### config.mk
export PLATFORM = sky130hd
export DESIGN_NAME = rd_patch_unit
export DESIGN_NICKNAME = d
export VERILOG_FILES = /design/src/rtl/rd_patch_pkg.sv /design/src/rtl/rd_patch_sync.sv /design/src/rtl/rd_patch_match.sv /design/src/rtl/rd_patch_fsm.sv /design/src/rtl/rd_patch_unit.sv
export SDC_FILE = /design/constraint.sdc
export NUM_CORES = 1
export LEC_CHECK = 0
export BUFFER_PORTS_ARGS = -buffer_cell sky130_fd_sc_hd__buf_2
export CAP_MARGIN = 40
export CELL_PAD_IN_SITES_DETAIL_PLACEMENT = 1
export CELL_PAD_IN_SITES_GLOBAL_PLACEMENT = 1
export CORE_MARGIN = 2
export CORE_UTILIZATION = 35
export DETAILED_ROUTE_END_ITERATION = 7
export PLACE_DENSITY = 0.88
export SYNTH_ARGS = -nofsm -noshare
export SYNTH_HDL_FRONTEND = slang
export SYNTH_SLANG_ARGS = --single-unit
### constraint.sdc
create_clock -name clk -period 1.6 [get_ports clk]
set_input_delay 0.16 -clock clk [delete_from_list [all_inputs] [get_ports clk]]
set_output_delay 0.16 -clock clk [all_outputs]
set_load 0.01 [all_outputs]
### src/rtl/rd_patch_pkg.sv
package rd_patch_pkg;
  typedef enum logic [2:0] {
    ST_IDLE,
    ST_WAIT,
    ST_LATCH,
    ST_DRIVE,
    ST_ACK
  } ipu_state_e;
endpackage

### src/rtl/rd_patch_sync.sv
module rd_patch_sync #(
  parameter int STAGES = 2
) (
  input  logic clk,
  input  logic rst_n,
  input  logic d,
  output logic q
);
  logic [STAGES-1:0] chain;

  always_ff @(posedge clk) begin
    if (!rst_n) chain <= '0;
    else        chain <= {chain[STAGES-2:0], d};
  end

  assign q = chain[STAGES-1];
endmodule

### src/rtl/rd_patch_match.sv
module rd_patch_match #(
  parameter int                ADDR_W     = 23,
  parameter logic [ADDR_W-1:0] MATCH_WORD = 23'h7FFD00
) (
  input  logic              as_n,
  input  logic              rw,
  input  logic [ADDR_W-1:0] addr,
  output logic              hit_rd
);
  // A read strobe on the one word that is patched
  assign hit_rd = !as_n && rw && (addr == MATCH_WORD);
endmodule

### src/rtl/rd_patch_fsm.sv
module rd_patch_fsm
  import rd_patch_pkg::*;
(
  input  logic       clk,
  input  logic       rst_n,
  input  logic       as_n,
  input  logic       hit_rd,
  input  logic       host_dtack_n,
  output ipu_state_e state,
  output logic       latch_en,
  output logic       load_en
);
  ipu_state_e nxt;

  always_comb begin
    nxt = state;
    unique case (state)
      ST_IDLE:  if (hit_rd) nxt = ST_WAIT;
      ST_WAIT:  if (as_n) nxt = ST_IDLE;
                else if (!host_dtack_n) nxt = ST_LATCH;
      ST_LATCH: nxt = as_n ? ST_IDLE : ST_DRIVE;
      ST_DRIVE: nxt = as_n ? ST_IDLE : ST_ACK;
      ST_ACK:   if (as_n) nxt = ST_IDLE;
      default:  nxt = ST_IDLE;
    endcase
  end

  always_ff @(posedge clk) begin
    if (!rst_n) state <= ST_IDLE;
    else        state <= nxt;
  end

  assign latch_en = (state == ST_WAIT)  && !as_n && !host_dtack_n;
  assign load_en  = (state == ST_LATCH) && !as_n;
endmodule

### src/rtl/rd_patch_unit.sv
module rd_patch_unit
  import rd_patch_pkg::*;
#(
  parameter int                ADDR_W      = 23,
  parameter int                DATA_W      = 16,
  parameter logic [ADDR_W-1:0] MATCH_WORD  = 23'h7FFD00,
  parameter int                PATCH_BIT   = 5,
  parameter int                SYNC_STAGES = 2
) (
  input  logic              clk,
  input  logic              rst_n,
  input  logic              cpu_as_n,
  input  logic              cpu_rw,
  input  logic [ADDR_W-1:0] cpu_addr,
  input  logic              host_dtack_n,
  input  logic [DATA_W-1:0] host_data,
  input  logic              ide_irq,
  output logic              cpu_dtack_n,
  output logic [DATA_W-1:0] cpu_data,
  output logic              cpu_drive_oe,
  output logic              host_buf_oe
);
  localparam int LANE_W = DATA_W / 2;

  ipu_state_e        state;
  logic              hit_rd, latch_en, load_en, irq_s, masking;
  logic [DATA_W-1:0] latched_q, patched_q, patch_word;

  rd_patch_sync #(.STAGES(SYNC_STAGES)) u_sync (
    .clk(clk), .rst_n(rst_n), .d(ide_irq), .q(irq_s)
  );

  rd_patch_match #(.ADDR_W(ADDR_W), .MATCH_WORD(MATCH_WORD)) u_match (
    .as_n(cpu_as_n), .rw(cpu_rw), .addr(cpu_addr), .hit_rd(hit_rd)
  );

  rd_patch_fsm u_fsm (
    .clk(clk), .rst_n(rst_n), .as_n(cpu_as_n), .hit_rd(hit_rd),
    .host_dtack_n(host_dtack_n), .state(state),
    .latch_en(latch_en), .load_en(load_en)
  );

  // Only the odd byte lane (low half) is altered; the even lane is copied
  always_comb begin
    patch_word = latched_q;
    for (int i = 0; i < LANE_W; i++) begin
      if (i == PATCH_BIT && irq_s) patch_word[i] = 1'b0;
    end
  end

  always_ff @(posedge clk) begin
    if (!rst_n) begin
      latched_q <= '0;
      patched_q <= '0;
    end else begin
      if (latch_en) latched_q <= host_data;
      if (load_en)  patched_q <= patch_word;
    end
  end

  assign masking      = (state != ST_IDLE) || hit_rd;
  assign cpu_drive_oe = (state == ST_DRIVE) || (state == ST_ACK);
  assign host_buf_oe  = !((state == ST_LATCH) || cpu_drive_oe);
  assign cpu_dtack_n  = masking ? (state != ST_ACK) : host_dtack_n;
  assign cpu_data     = cpu_drive_oe ? patched_q : host_data;
endmodule

==> results.md <==
- Outcome: complete, but fails checks
- Failing checks: setup timing
- Clk_lat worst skew: 290 ps
- Final min period: 1820 ps
- RR Endpoint: latched_q[5]$_SDFFE_PN0P_
- Total gr overflow: 0
- Final period util: 113%
- Final Wtd Congestion: 0.745
- Worst setup SP type: flop
- Drc violations: 0
- Setup violations, final: 16
- Worst Skew: 4.84 ps
- Final Util: 53.1%
- Peak VDD IR: 376 uV
- Fin. Hold Viols: 0
- Share of cells above drive strength 1: 42.4%
- Most frequent cells in the layout: nand2_1 (65), buf_2 (47), dfxtp_1 (34)
- Worst r2r path cells: 6
- Via count: 1651
- Seq/Total Area, Yosys: 43.2%
- Port Buffers: 63
- Largest net degree at the start of global routing: 38
- Met2 usage: between 30% and 40%
- GRT Util Overall: 19.9%
- CP max FO: 4
- Wire length per cell: 16.1 um
- Placed Area: 2160 um^2
- Max-cap violations: 0
- Setup crit end kind: output pin
- Worst path required time: 1440 ps
- Fmax achieved: 551 MHz
- Die Area: between 5000 and 6000 um^2
- Total CTS buffers: 5
- Worst reg2reg setup slack: about 90 ps
- Finished Cell Area: 2510 um^2
- Vias/cell: 4.91
- Place WS: between 10 and 15 ps
- Synth Register Bits: 37
- Core Region: 4720 um^2
- CTS Buffer Depth: 2
- Synth Instances: 192
- Layout Cells excl Fill: 336
- Diode count: 0
- Vias in the first global route: 1769
- Detailed placement HPWL: approximately 3300 um
- Final ANT Viol Nets: 0
- Worst Hold Class: primary input to flop
- Cell Rows: 25
- Max-slew violations: 0
- CP Launch Point: u_fsm.state[1]$_SDFFE_PN0P_
- Grt met3 use: ~4.1%
- Global-route wire length before repair: about 8300 um
- RSZ-0062 raised after global routing: yes
- CTS clk-pin slew, worst paths: 70 ps
- Initial core utilization: 36.3%
- H-tree depth: 2
- Yosys warning count: 0
- Most common cell after layout, fill and taps aside: nand2_1
- CTS root buf: clkbuf_8
- Hold Buf Count CTS: 0
- Nets: around 310
- Worst path arrival time: 1660 ps
- Setup Total Neg Slack: -3240 ps
- Gr busiest metal: met2
- Die W: 74.0 um
- Netlist Area Pre-Place: 1710 um^2
- Synth cell types: 28
- Boundary pin count: 64
- Die height: 74.0 um
- WL final: 5410 um
- Hold slack: 85.9 ps
- Mapped Nets: between 200 and 250
- CTS tree: built
- Rel. slew slack: 63.6%
- LEAKAGE: between 1 and 1.5 nW
- Drt initial violations: 88
- Area delta synth->final: 46.3%
- CP Capture Point: cpu_data[4]
- DRT Pass-1 Iters: 4
- Tot Pwr: 1.96 mW
- Cells after DPL: 325
- Worst-Margin Slew: roughly 550 ps
- RR Startpoint: u_fsm.state[2]$_SDFFE_PN0P_
- Clk sinks: 37
- Mean Syn Cell Area: 8.92 um^2
- Critical path type: flop to output pin
- Met1 usage: a little under a quarter
- Final setup margin: -216 ps
- Initial antenna violation count: 0
- PD cells: 781 nW/um^2
==> how the worst min path moves through the flow <==
stage / startpoint / endpoint / slack (ps) / cells past startpoint
2_1_floorplan: ide_irq / u_sync.chain[0]$_SDFF_PN0_ / 290 / 1
3_3_place_gp: ide_irq / u_sync.chain[0]$_SDFF_PN0_ / 370 / 2
3_5_place_dp: ide_irq / u_sync.chain[0]$_SDFF_PN0_ / 370 / 2
4_1_cts: ide_irq / u_sync.chain[0]$_SDFF_PN0_ / 70 / 2
5_1_grt: ide_irq / u_sync.chain[0]$_SDFF_PN0_ / 80 / 2
6_report: ide_irq / u_sync.chain[0]$_SDFF_PN0_ / 90 / 2
==> logic make-up (layout without fill, tap and decap cells) <==
family,count (synthesis),after routing,share of synthesized area (%)
AOI/OAI and AO/OA,38,38,16.3
muxes,16,16,12.3
buffers and inverters,11,88,3.94
DFF,37,37,43.2
and+or+nand+nor,90,90,24.3
==> cell usage after synthesis <==
cell | number | area [um^2]
dfxtp_1 | 37 | 741
o21ai_0 | 1 | 5.00
buf_2 | 3 | 15.0
and3b_1 | 1 | 8.76
nor2_1 | 4 | 15.0
nor4_1 | 3 | 18.8
nand3_1 | 2 | 10.0
buf_4 | 2 | 15.0
a21boi_1 | 4 | 30.0
a22o_1 | 1 | 8.76
a21oi_1 | 3 | 15.0
nand2b_1 | 2 | 12.5
and2_1 | 3 | 18.8
a21boi_0 | 28 | 210
clkbuf_1 | 4 | 15.0
and4_1 | 1 | 8.76
and4bb_2 | 1 | 12.5
o211a_1 | 1 | 10.0
nand3b_1 | 1 | 7.51
nor2b_1 | 2 | 12.5
nor3b_2 | 1 | 12.5
nand4_1 | 2 | 12.5
mux2_2 | 8 | 90.1
nand4bb_1 | 1 | 11.3
nand2_1 | 65 | 244
nor3_2 | 1 | 10.0
mux2_4 | 8 | 120
buf_6 | 2 | 22.5
==> registers in the layout (all words and copies together) (netlist names) <==
register      flops
latched_q        16
patched_q        16
u_fsm.state       3
u_sync.chain      2
==> layer usage <==
| layer | vias up | wire, um |
|---|---|---|
| met5 | - | 0 |
| met4 | 0 | 59 |
| met3 | 7 | 177 |
| met2 | 36 | 2850 |
| met1 | 810 | 2330 |
| li1 | 798 | - |
==> worst max-delay path, stage by stage (launching register included) <==
cell and delay, ps:
dfxtp_4 360, nor2b_4 130, a22o_4 270, clkbuf_16 180, mux2_4 300, buf_6 120
==> what timing repair did <==
item                                    in CTS  in global routing
cloned                                       1                  1
buffers inserted                             1                  0
endpoints found under the setup margin      16                 23
pin swaps                                    1                  1
gates resized for setup                     25                 12
==> layout make-up <==
class	instances	area [um^2]
Fill cell	543	2220
Multi-Input combinational cell	144	966
Sequential cell	37	747
Timing Repair Buffer	80	593
Clock buffer	7	86.3
Tap cell	67	83.8
Clock inverter	1	30.0
==> where the power goes <==
part	leakage (nW)	total [mW]	internal (mW)	switching [mW]
Combinational	0.669	0.192	0.118	0.0737
Sequential	0.300	0.921	0.921	0.000399
Clock	0.0585	0.844	0.508	0.336
Total	1.03	1.96	1.55	0.410
(Power assumes the default switching activity.)
